===== src/rtl/aw_seq_pkg.sv =====
package aw_seq_pkg;

  typedef enum logic {
    ADDR_STRIDE = 1'b0,
    ADDR_SPAN   = 1'b1
  } addr_mode_e;

  typedef enum logic {
    ID_FIXED = 1'b0,
    ID_COUNT = 1'b1
  } id_mode_e;

  typedef enum logic [1:0] {
    ST_IDLE  = 2'd0,
    ST_WAIT  = 2'd1,
    ST_ISSUE = 2'd2
  } seq_state_e;

  localparam logic [3:0] AW_CACHE_DEFAULT = 4'd2;

endpackage


===== src/rtl/aw_seq_delay.sv =====
module aw_seq_delay #(
  parameter int DLY_W = 16
) (
  input  logic             clk_i,
  input  logic             rst_ni,
  input  logic             load_i,
  input  logic [DLY_W-1:0] delay_i,
  output logic             last_o
);

  logic [DLY_W-1:0] cnt_q;

  always_ff @(posedge clk_i or negedge rst_ni) begin
    if (!rst_ni)                cnt_q <= '0;
    else if (load_i)            cnt_q <= delay_i;
    else if (cnt_q != '0)       cnt_q <= cnt_q - DLY_W'(1);
  end

  // last waiting cycle: the state moves on at the next edge
  assign last_o = (cnt_q <= DLY_W'(1));

endmodule


===== src/rtl/aw_seq_addr_gen.sv =====
module aw_seq_addr_gen
  import aw_seq_pkg::*;
#(
  parameter int ADDR_W = 32
) (
  input  addr_mode_e        mode_i,
  input  logic [ADDR_W-1:0] incr_i,
  input  logic [7:0]        len_i,
  input  logic [2:0]        size_i,
  input  logic [ADDR_W-1:0] base_i,
  input  logic [ADDR_W-1:0] high_i,
  input  logic [ADDR_W-1:0] cur_i,
  output logic [ADDR_W-1:0] nxt_o,
  output logic              wrap_o
);

  logic [ADDR_W-1:0] span;
  logic [ADDR_W-1:0] step;
  logic [ADDR_W:0]   sum;

  always_comb begin
    span   = (ADDR_W'(len_i) + ADDR_W'(1)) << size_i;
    step   = (mode_i == ADDR_SPAN) ? span : incr_i;
    sum    = {1'b0, cur_i} + {1'b0, step};
    wrap_o = sum[ADDR_W] || (sum[ADDR_W-1:0] > high_i);
    nxt_o  = wrap_o ? base_i : sum[ADDR_W-1:0];
  end

endmodule


===== src/rtl/aw_seq_id_gen.sv =====
module aw_seq_id_gen
  import aw_seq_pkg::*;
#(
  parameter int ID_W = 6
) (
  input  id_mode_e        mode_i,
  input  logic [ID_W-1:0] fixed_i,
  input  logic [ID_W-1:0] cur_i,
  output logic [ID_W-1:0] nxt_o
);

  assign nxt_o = (mode_i == ID_COUNT) ? cur_i + ID_W'(1) : fixed_i;

endmodule


===== src/rtl/aw_cmd_seq.sv =====
module aw_cmd_seq
  import aw_seq_pkg::*;
#(
  parameter int ADDR_W = 32,
  parameter int ID_W   = 6,
  parameter int CNT_W  = 16,
  parameter int DLY_W  = 16,
  parameter int USER_W = 1
) (
  input  logic              clk_i,
  input  logic              rst_ni,
  input  logic              start_i,
  input  logic [CNT_W-1:0]  cfg_txn_count_i,
  input  logic [DLY_W-1:0]  cfg_start_delay_i,
  input  logic              cfg_addr_mode_i,
  input  logic [ADDR_W-1:0] cfg_addr_incr_i,
  input  logic [ADDR_W-1:0] cfg_start_addr_i,
  input  logic [ADDR_W-1:0] cfg_base_addr_i,
  input  logic [ADDR_W-1:0] cfg_high_addr_i,
  input  logic [7:0]        cfg_len_i,
  input  logic [2:0]        cfg_size_i,
  input  logic [1:0]        cfg_burst_i,
  input  logic              cfg_id_mode_i,
  input  logic [ID_W-1:0]   cfg_id_i,
  input  logic              aw_ready_i,
  output logic              aw_valid_o,
  output logic [ADDR_W-1:0] aw_addr_o,
  output logic [ID_W-1:0]   aw_id_o,
  output logic [7:0]        aw_len_o,
  output logic [2:0]        aw_size_o,
  output logic [1:0]        aw_burst_o,
  output logic              aw_lock_o,
  output logic [3:0]        aw_cache_o,
  output logic [2:0]        aw_prot_o,
  output logic [3:0]        aw_qos_o,
  output logic [3:0]        aw_region_o,
  output logic [USER_W-1:0] aw_user_o,
  output logic              beat_valid_o,
  output logic [ADDR_W-1:0] beat_addr_o,
  output logic [7:0]        beat_len_o,
  output logic [2:0]        beat_size_o,
  output logic              busy_o,
  output logic              done_o
);

  seq_state_e        state_q;
  logic [CNT_W-1:0]  rem_q;
  logic [ADDR_W-1:0] addr_q, nxt_addr;
  logic [ID_W-1:0]   id_q, nxt_id, first_id;
  logic              done_q, dly_last, addr_wrap, accept, hs, last_hs;

  addr_mode_e        am_q;
  id_mode_e          im_q;
  logic [ADDR_W-1:0] incr_q, base_q, high_q;
  logic [7:0]        len_q;
  logic [2:0]        size_q;
  logic [1:0]        burst_q;
  logic [ID_W-1:0]   fid_q;

  assign accept   = (state_q == ST_IDLE) && start_i;
  assign hs       = (state_q == ST_ISSUE) && aw_ready_i;
  assign last_hs  = hs && (rem_q == CNT_W'(1));
  assign first_id = (id_mode_e'(cfg_id_mode_i) == ID_COUNT) ? '0 : cfg_id_i;

  aw_seq_delay #(.DLY_W(DLY_W)) u_delay (
    .clk_i   (clk_i),
    .rst_ni  (rst_ni),
    .load_i  (accept),
    .delay_i (cfg_start_delay_i),
    .last_o  (dly_last)
  );

  aw_seq_addr_gen #(.ADDR_W(ADDR_W)) u_addr (
    .mode_i (am_q),
    .incr_i (incr_q),
    .len_i  (len_q),
    .size_i (size_q),
    .base_i (base_q),
    .high_i (high_q),
    .cur_i  (addr_q),
    .nxt_o  (nxt_addr),
    .wrap_o (addr_wrap)
  );

  aw_seq_id_gen #(.ID_W(ID_W)) u_id (
    .mode_i  (im_q),
    .fixed_i (fid_q),
    .cur_i   (id_q),
    .nxt_o   (nxt_id)
  );

  // configuration capture, only on an accepted start
  always_ff @(posedge clk_i or negedge rst_ni) begin
    if (!rst_ni) begin
      am_q    <= ADDR_SPAN;
      im_q    <= ID_COUNT;
      incr_q  <= '0;
      base_q  <= '0;
      high_q  <= '0;
      len_q   <= '0;
      size_q  <= '0;
      burst_q <= 2'd1;
      fid_q   <= '0;
    end else if (accept) begin
      am_q    <= addr_mode_e'(cfg_addr_mode_i);
      im_q    <= id_mode_e'(cfg_id_mode_i);
      incr_q  <= cfg_addr_incr_i;
      base_q  <= cfg_base_addr_i;
      high_q  <= cfg_high_addr_i;
      len_q   <= cfg_len_i;
      size_q  <= cfg_size_i;
      burst_q <= cfg_burst_i;
      fid_q   <= cfg_id_i;
    end
  end

  always_ff @(posedge clk_i or negedge rst_ni) begin
    if (!rst_ni) begin
      state_q <= ST_IDLE;
      rem_q   <= '0;
      addr_q  <= '0;
      id_q    <= '0;
      done_q  <= 1'b0;
    end else begin
      done_q <= 1'b0;
      unique case (state_q)
        ST_IDLE: begin
          if (start_i) begin
            rem_q  <= cfg_txn_count_i;
            addr_q <= cfg_start_addr_i;
            id_q   <= first_id;
            if (cfg_txn_count_i == '0)         done_q  <= 1'b1;
            else if (cfg_start_delay_i == '0)  state_q <= ST_ISSUE;
            else                               state_q <= ST_WAIT;
          end
        end
        ST_WAIT: begin
          if (dly_last) state_q <= ST_ISSUE;
        end
        ST_ISSUE: begin
          if (last_hs) begin
            state_q <= ST_IDLE;
            done_q  <= 1'b1;
          end else if (hs) begin
            rem_q  <= rem_q - CNT_W'(1);
            addr_q <= nxt_addr;
            id_q   <= nxt_id;
          end
        end
        default: state_q <= ST_IDLE;
      endcase
    end
  end

  assign aw_valid_o   = (state_q == ST_ISSUE);
  assign aw_addr_o    = addr_q;
  assign aw_id_o      = id_q;
  assign aw_len_o     = len_q;
  assign aw_size_o    = size_q;
  assign aw_burst_o   = burst_q;
  assign aw_lock_o    = 1'b0;
  assign aw_cache_o   = AW_CACHE_DEFAULT;
  assign aw_prot_o    = '0;
  assign aw_qos_o     = '0;
  assign aw_region_o  = '0;
  assign aw_user_o    = '0;

  assign beat_valid_o = hs;
  assign beat_addr_o  = addr_q;
  assign beat_len_o   = len_q;
  assign beat_size_o  = size_q;

  assign busy_o = (state_q != ST_IDLE);
  assign done_o = done_q;


  aw_hold_chk: assert property (@(posedge clk_i) disable iff (!rst_ni)
    aw_valid_o && !aw_ready_i |=> aw_valid_o && $stable(aw_addr_o) && $stable(aw_id_o)
      && $stable(aw_len_o) && $stable(aw_size_o) && $stable(aw_burst_o));


  done_after_hs_chk: assert property (@(posedge clk_i) disable iff (!rst_ni)
    done_o && $past(busy_o) |-> $past(aw_valid_o && aw_ready_i));


  done_idle_chk: assert property (@(posedge clk_i) disable iff (!rst_ni)
    done_o |-> !busy_o);


  valid_rise_chk: assert property (@(posedge clk_i) disable iff (!rst_ni)
    $rose(aw_valid_o) |-> $past(state_q == ST_WAIT || (state_q == ST_IDLE && start_i)));


  id_count_chk: assert property (@(posedge clk_i) disable iff (!rst_ni)
    hs && !last_hs && im_q == ID_COUNT |=> aw_id_o == ID_W'($past(aw_id_o) + ID_W'(1)));


  wrap_base_chk: assert property (@(posedge clk_i) disable iff (!rst_ni)
    hs && !last_hs && addr_wrap |=> aw_addr_o == base_q);


  cfg_frozen_chk: assert property (@(posedge clk_i) disable iff (!rst_ni)
    busy_o |=> $stable(len_q) && $stable(high_q) && $stable(am_q));

endmodule


===== config.mk =====
export PLATFORM = sky130hd
export DESIGN_NAME = aw_cmd_seq
export DESIGN_NICKNAME = d
export VERILOG_FILES = /design/src/rtl/aw_seq_pkg.sv /design/src/rtl/aw_seq_delay.sv /design/src/rtl/aw_seq_addr_gen.sv /design/src/rtl/aw_seq_id_gen.sv /design/src/rtl/aw_cmd_seq.sv
export SDC_FILE = /design/constraint.sdc
export NUM_CORES = 1
export LEC_CHECK = 0
export BUFFER_PORTS_ARGS = -buffer_cell sky130_fd_sc_hd__buf_2
export CAP_MARGIN = 10
export CORE_UTILIZATION = 50
export DETAILED_ROUTE_END_ITERATION = 8
export MAX_ROUTING_LAYER = met4
export PLACE_DENSITY = 0.8
export SYNTH_ARGS = -nofsm -noshare
export SYNTH_HDL_FRONTEND = slang
export SYNTH_SLANG_ARGS = --single-unit

===== constraint.sdc =====
create_clock -name clk_i -period 6.3 [get_ports clk_i]
set_input_delay 0 -clock clk_i [delete_from_list [all_inputs] [get_ports clk_i]]
set_output_delay 0 -clock clk_i [all_outputs]
set_load 0.01 [all_outputs]

Word-level counts from Yosys, hierarchy flattened
Index checks and enable logic that the tools add are counted.

Flip-flop bits (word level): 190. Input bits: 185. Output and inout port bits: 115. Logic and storage cells: 73.

Reduce and logical (&&, ||, !) cells: 13. Add/subtract/negate cells: 5. Equal/unequal tests: 9. Muxes and demuxes: 28. Order comparisons: 2. Shift operators: 1.

Operators by type and width (count): two-way mux 32 bit (5); two-way mux 16 bit (5); case mux 32 bit (2 select lines) (1); adder 32 x 32 -> 33 bit (1); greater-than comparator 32 bit (1); logical NOT 16 bit (2); case mux 16 bit (2 select lines) (1); << shifter 32 x 3 -> 32 bit (1); subtractor 16 x 1 -> 16 bit (second input constant) (2); two-way mux 6 bit (5); == test 16 x 1 -> 1 bit (second input constant) (1); less-or-equal comparator 16 x 1 -> 1 bit (second input constant) (1); nonzero test 16 bit (1); case mux 6 bit (2 select lines) (1); two-way mux 2 bit (5); adder 8 x 1 -> 9 bit (second input constant) (1); != test 2 bit (second input constant) (4); AND reduction 4 bit (2); adder 6 x 1 -> 6 bit (second input constant) (1); case mux 2 bit (3 select lines) (1); nonzero test 2 bit (3); != test 2 x 1 -> 1 bit (second input constant) (2); logical AND 1 bit (3); two-way mux 1 bit (3); other kinds (5) (5).

Logic depth before layout (Yosys ltp)
Depth in word-level cells: 10. Mapped depth: 30. Gate-level depth less buffers: 28.

By module
A second synthesis with hierarchy kept.

Cell total of the unflattened synthesis: 1325. Area, all modules: 12752.2 um^2.

By module, submodules not included: aw_cmd_seq (area each 7915.1 um^2, times used 1, sequential area each 4357.9 um^2, cells each 679); aw_seq_addr_gen (area each 3697.3 um^2, times used 1, sequential area each 0.0 um^2, cells each 511); aw_seq_delay (area each 1004.7 um^2, times used 1, sequential area each 400.4 um^2, cells each 114); aw_seq_id_gen (area each 135.1 um^2, times used 1, sequential area each 0.0 um^2, cells each 21).

Least setup slack after synthesis
OpenSTA, ideal clock, no wires.

Path type: register to register. Start point: register len_q[2], in the netlist aw_len_o[2]. End point: register addr_q[1], in the netlist aw_addr_o[1]. Cell stages (with the launch flop): 30. Arrival time: 5.701 ns. Path slack: 0.467 ns. Period minus slack after synthesis: 5.833 ns. Setup time: 0.132 ns. Data required time: 6.168 ns. Buffers on the path: 3. Path through: dfrtp_1 -> clkbuf_1 -> and3_1 -> clkbuf_1 -> and3_1 -> nand2_1 -> a32oi_1 -> nor2_1 -> a21oi_1 -> o21ai_0 -> mux2_2 -> ha_1 -> nand3_1 -> a21oi_1 -> o21ai_0 -> nor2b_1 -> o21a_1 -> o21ai_0 -> xor2_1 -> ha_1 -> a21oi_1 -> o21ai_1 -> or4_1 -> a221oi_1 -> o221a_2 -> o21ai_1 -> a31oi_4 -> buf_6 -> mux2i_1 -> o21ai_1.

Word-level cells in the longest chain between the ends: 10.

Ends and longest elaborated chain: from (decl) (RTL line aw_cmd_seq.sv:55) `logic [7:0] len_q;`; from (signal assigned) (RTL line aw_cmd_seq.sv:110) `len_q <= cfg_len_i;`; adder 8 x 1 -> 9 bit * (RTL line aw_seq_addr_gen.sv:22) `span = (ADDR_W'(len_i) + ADDR_W'(1)) << size_i;`; << shifter 32 x 3 -> 32 bit * (RTL line aw_seq_addr_gen.sv:22); two-way mux 32 bit * (RTL line aw_seq_addr_gen.sv:23) `step = (mode_i == ADDR_SPAN) ? span : incr_i;`; adder 32 x 32 -> 33 bit * (RTL line aw_seq_addr_gen.sv:24) `sum = {1'b0, cur_i} + {1'b0, step};`; greater-than comparator 32 bit (RTL line aw_seq_addr_gen.sv:25) `wrap_o = sum[ADDR_W] || (sum[ADDR_W-1:0] > high_i);`; logical OR 1 bit (RTL line aw_seq_addr_gen.sv:25); two-way mux 32 bit * (RTL line aw_seq_addr_gen.sv:26) `nxt_o = wrap_o ? base_i : sum[ADDR_W-1:0];`; two-way mux 32 bit * (RTL line aw_cmd_seq.sv:144) `end else if (hs) begin`; two-way mux 32 bit * (RTL line aw_cmd_seq.sv:141) `if (last_hs) begin`; case mux 32 bit (2 select lines) * (RTL line aw_cmd_seq.sv:126) `unique case (state_q)`; to (signal assigned) (RTL line aw_cmd_seq.sv:130) `addr_q <= cfg_start_addr_i;`; to (signal assigned) (RTL line aw_cmd_seq.sv:146) `addr_q <= nxt_addr;`; to (decl) (RTL line aw_cmd_seq.sv:48) `logic [ADDR_W-1:0] addr_q, nxt_addr;`.

Every way passes the cells marked *; elsewhere a longest branch is shown, timed or not. The select of a mux whose other input is x is not followed. A chain may end at the register's enable or synchronous reset.

Worst setup path in the final report
Start point: register len_q[2], in the netlist aw_len_o[2]. End point: register addr_q[7], in the netlist aw_addr_o[7].

The elaborated chain is that of the path after synthesis.

==> metrics <==
Max-slew headroom 19.3%; fmax 0.167 GHz; Layout area overhead 32.1%; Worst Hold Class input port to flip-flop; CTS root buf clkbuf_16; number of warnings issued by yosys 0; # IOs 300; chip width 158 um; worst slack, placed 29.9 ps; post-synthesis async set-or-reset flop share 100%; number of global-route vias before repair 12100; CORE AREA 0.0236 mm^2; Clk Latency, worst-skew pair 430 ps; GRT Total Usage 31.5%; die height 158 um; Finished Core Util 67.7%; status finished, final reports clean; Avg Cell Area, Syn 8.16 um^2; post-DP HPWL 24700 um; clk_skew 10.0 ps; via count 12200; Worst-Margin Slew 1210 ps; Leak 7.90 nW; Post-Synth Adder-Cell Area 7.40%; RePlAce Congestion 0.927; nets 2123; max incr delay on CP 540 ps; PwrDens 638 mW/mm^2; Clock H-tree levels 4; TritonCTS clock tree built; Synth Area in XOR/XNOR 3.18%; Clk pin slew, worst setup/hold paths 70 ps; crit-path most repeated cell a21oi_1; initial core utilization 51.3%; clock sinks 190; Top FF cell, synth dfrtp_1; FP Rows 56; crit start category flip-flop; ranking of synthesized cells by area dfrtp_1, nand2_1, ha_1, o21ai_0, a21oi_1; Post-Syn Area 0.0121 mm^2; layout cells sized above 1 20.2%; Yosys top cell by area dfrtp_1; Setup violations, final 0; CTS Buffer Depth 2; Critical Path End Type flip-flop; GRT overflow 0; first-pass GRT wire length 59500 um; post-synthesis sequential area ratio 39.3%; Post-Route WL 38200 um; Max-Cap Viols 0; Starting DRT DRC Count 1034; final hold viol count 0; Vias per Instance 5.55; TritonRoute pass-1 iters 6; initial antenna violation count 1; CP arrival 6260 ps; top-area cell type share of the netlist area 38.7%; drt drc 0; WL/cell 17.3 um; final setup margin 320 ps; port bufs 282; mux cell area share after synthesis 3.28%; Compound-Gate Fraction of Synth Area 17.4%; crit path time final 5980 ps; die area 0.0248 mm^2; Slowest cell on crit path or4_1; Max Slew Vio Count 0; Simple-Gate Fraction of Synth Area 21.1%; CTS Buf Count 17; main combinational cell family by area after synthesis simple AND/OR/NAND/NOR gates; Max FO, Critical Path 12; Syn Inst Count 1483; #FFs+latches synth 190; required time worst endpoint 6580 ps; largest net degree at the start of global routing 118; final antenna-violating net count 0; Cell variety after synth 65; Worst VDD drop 397 uV; period utilization 94.9%; Setup CP Type flip-flop to flip-flop; Post-synth EDFFs 0
critical path: cells and delay by family, from the launching register on:
| family | cells | cell delay (ps) |
|---|---|---|
| AOI/OAI and AO/OA | 14 | 2250 |
| xor gates and xnor gates | 1 | 230 |
| adders and majority gates | 2 | 660 |
| buffers and inverters | 2 | 340 |
| DFF | 1 | 350 |
| muxes | 2 | 490 |
| and+or+nand+nor | 7 | 1500 |
per-stage QoR:
step | std cells | hold slack [ps] | cell area, um^2 | total power, mW | TNS (ps)
after floorplan | 1498 | -296 | 12200 | 6.81 | 0
after global placement | 1982 | 191 | 13400 | 8.08 | 0
after detailed placement | 1982 | 192 | 13400 | 8.27 | 0
after CTS | 2192 | 16.1 | 15800 | 9.58 | 0
after global routing | 2200 | 52.7 | 16000 | 11.0 | -187
final | 2200 | 27.6 | 16000 | 10.2 | 0
cell families (layout without fill, tap and decap cells):
| group | after synthesis | count (layout) |
|---|---|---|
| multiplexers | 39 | 39 |
| buffers and inverters | 199 | 581 |
| other | 2 | 18 |
| AO/OA/AOI/OAI | 357 | 357 |
| AND/OR/NAND/NOR | 581 | 581 |
| adder cells (fa/ha/maj) | 71 | 71 |
| flip-flops | 190 | 190 |
| XOR/XNOR | 44 | 44 |
sequential cells by signal, summed over array words and instances, names as in the netlist:
| signal | flops |
|---|---|
| base_q | 32 |
| aw_len_o | 8 |
| rem_q | 16 |
| u_delay.cnt_q | 16 |
| im_q | 1 |
| high_q | 32 |
| done_o | 1 |
| incr_q | 32 |
| fid_q | 6 |
| am_q | 1 |
| state_q | 2 |
| aw_size_o | 3 |
| aw_addr_o | 32 |
| aw_id_o | 6 |
| aw_burst_o | 2 |
repair_timing:
item	CTS	global route
gates resized for setup	1	28
endpoints found under the hold margin	297	0
pin swaps	0	5
gates cloned	0	2
hold buffers	178	0
endpoints found under the setup margin	1	32
setup buffers	0	5
cell usage in the layout, fill, tap and decap left out, types with 8 or more instances in the layout:
cell and instances:
nand3_1 25, a211oi_1 13, o22ai_1 8, clkbuf_16 19
nor2b_1 24, nor4_1 15, a31oi_1 14, a21oi_1 108
ha_1 69, o21ai_1 27, o21ai_0 111, xnor2_1 26
or3_1 9, dfrtp_1 184, nand2b_1 8, nor3_1 19
buf_4 22, a21o_1 15, inv_1 61, nand4_1 11
nand2_1 347, xor2_1 17, nor2_1 66, buf_2 281
and3_1 26, mux2i_1 34, o211ai_1 8, dlygate4sd3_1 178
conb_1 17
metal layers:
layer	vias to the layer above	part of all wire (%)	GRT usage, %
met2	621	48	51.5
met3	99	6.8	4.41
met1	5703	43	39.4
met5	-	0	-
li1	5792	-	-
met4	0	3.0	13.0
cell usage after synthesis (4+ instances only):
cell and n:
mux2i_1 34, ha_1 70, inv_1 61, nand2_1 349, o21a_1 5, dfrtp_1 187
nor4_1 17, nand3_1 25, and2_1 7, a31oi_1 14, a21oi_1 108, o31ai_1 4
a211oi_1 15, o311ai_0 4, nand2b_1 9, and3_1 28, a21o_1 15, nor2b_1 25
clkbuf_1 67, nor2_1 67, buf_4 61, or2_2 4, mux2_2 5, a2bb2oi_1 4
xor2_1 18, xnor2_1 26, o21ai_0 114, nor3_1 20, o21ai_1 27, o22ai_1 8
nand4_1 11, buf_2 5, or3_1 9, a22oi_1 5, o211ai_1 8
final timing paths:
path                                 startpoint       endpoint  slack, ps  cells past startpoint
hold / removal             cfg_start_addr_i[26]  aw_addr_o[26]         30                      4
setup / recovery                    aw_len_o[2]   aw_addr_o[7]        320                     28
max in group asynchronous                rst_ni    aw_len_o[5]       4450                      3
setup reg to reg                    aw_len_o[2]   aw_addr_o[7]        320                     28
min in group asynchronous                rst_ni     aw_id_o[3]        250                      2
hold reg to reg                   aw_burst_o[0]  aw_burst_o[0]        460                      2
report_power, final:
part	total (mW)	switching (mW)	leakage, nW	internal, mW
combinational	6.70	3.85	5.27	2.85
sequential	2.31	0.497	2.33	1.81
clock	1.20	0.503	0.305	0.692
area by class of cell:
| cell class | instances | area (um^2) |
|---|---|---|
| Clock buffer | 21 | 460 |
| Fill cell | 1800 | 7620 |
| Multi-Input combinational cell | 1109 | 6490 |
| Tap cell | 319 | 399 |
| Sequential cell | 190 | 4760 |
| Timing Repair Buffer | 487 | 3470 |
| Clock inverter | 11 | 175 |
| Antenna cell | 1 | 2.50 |
| Inverter | 62 | 233 |
Power figures use the tool's default switching activity.
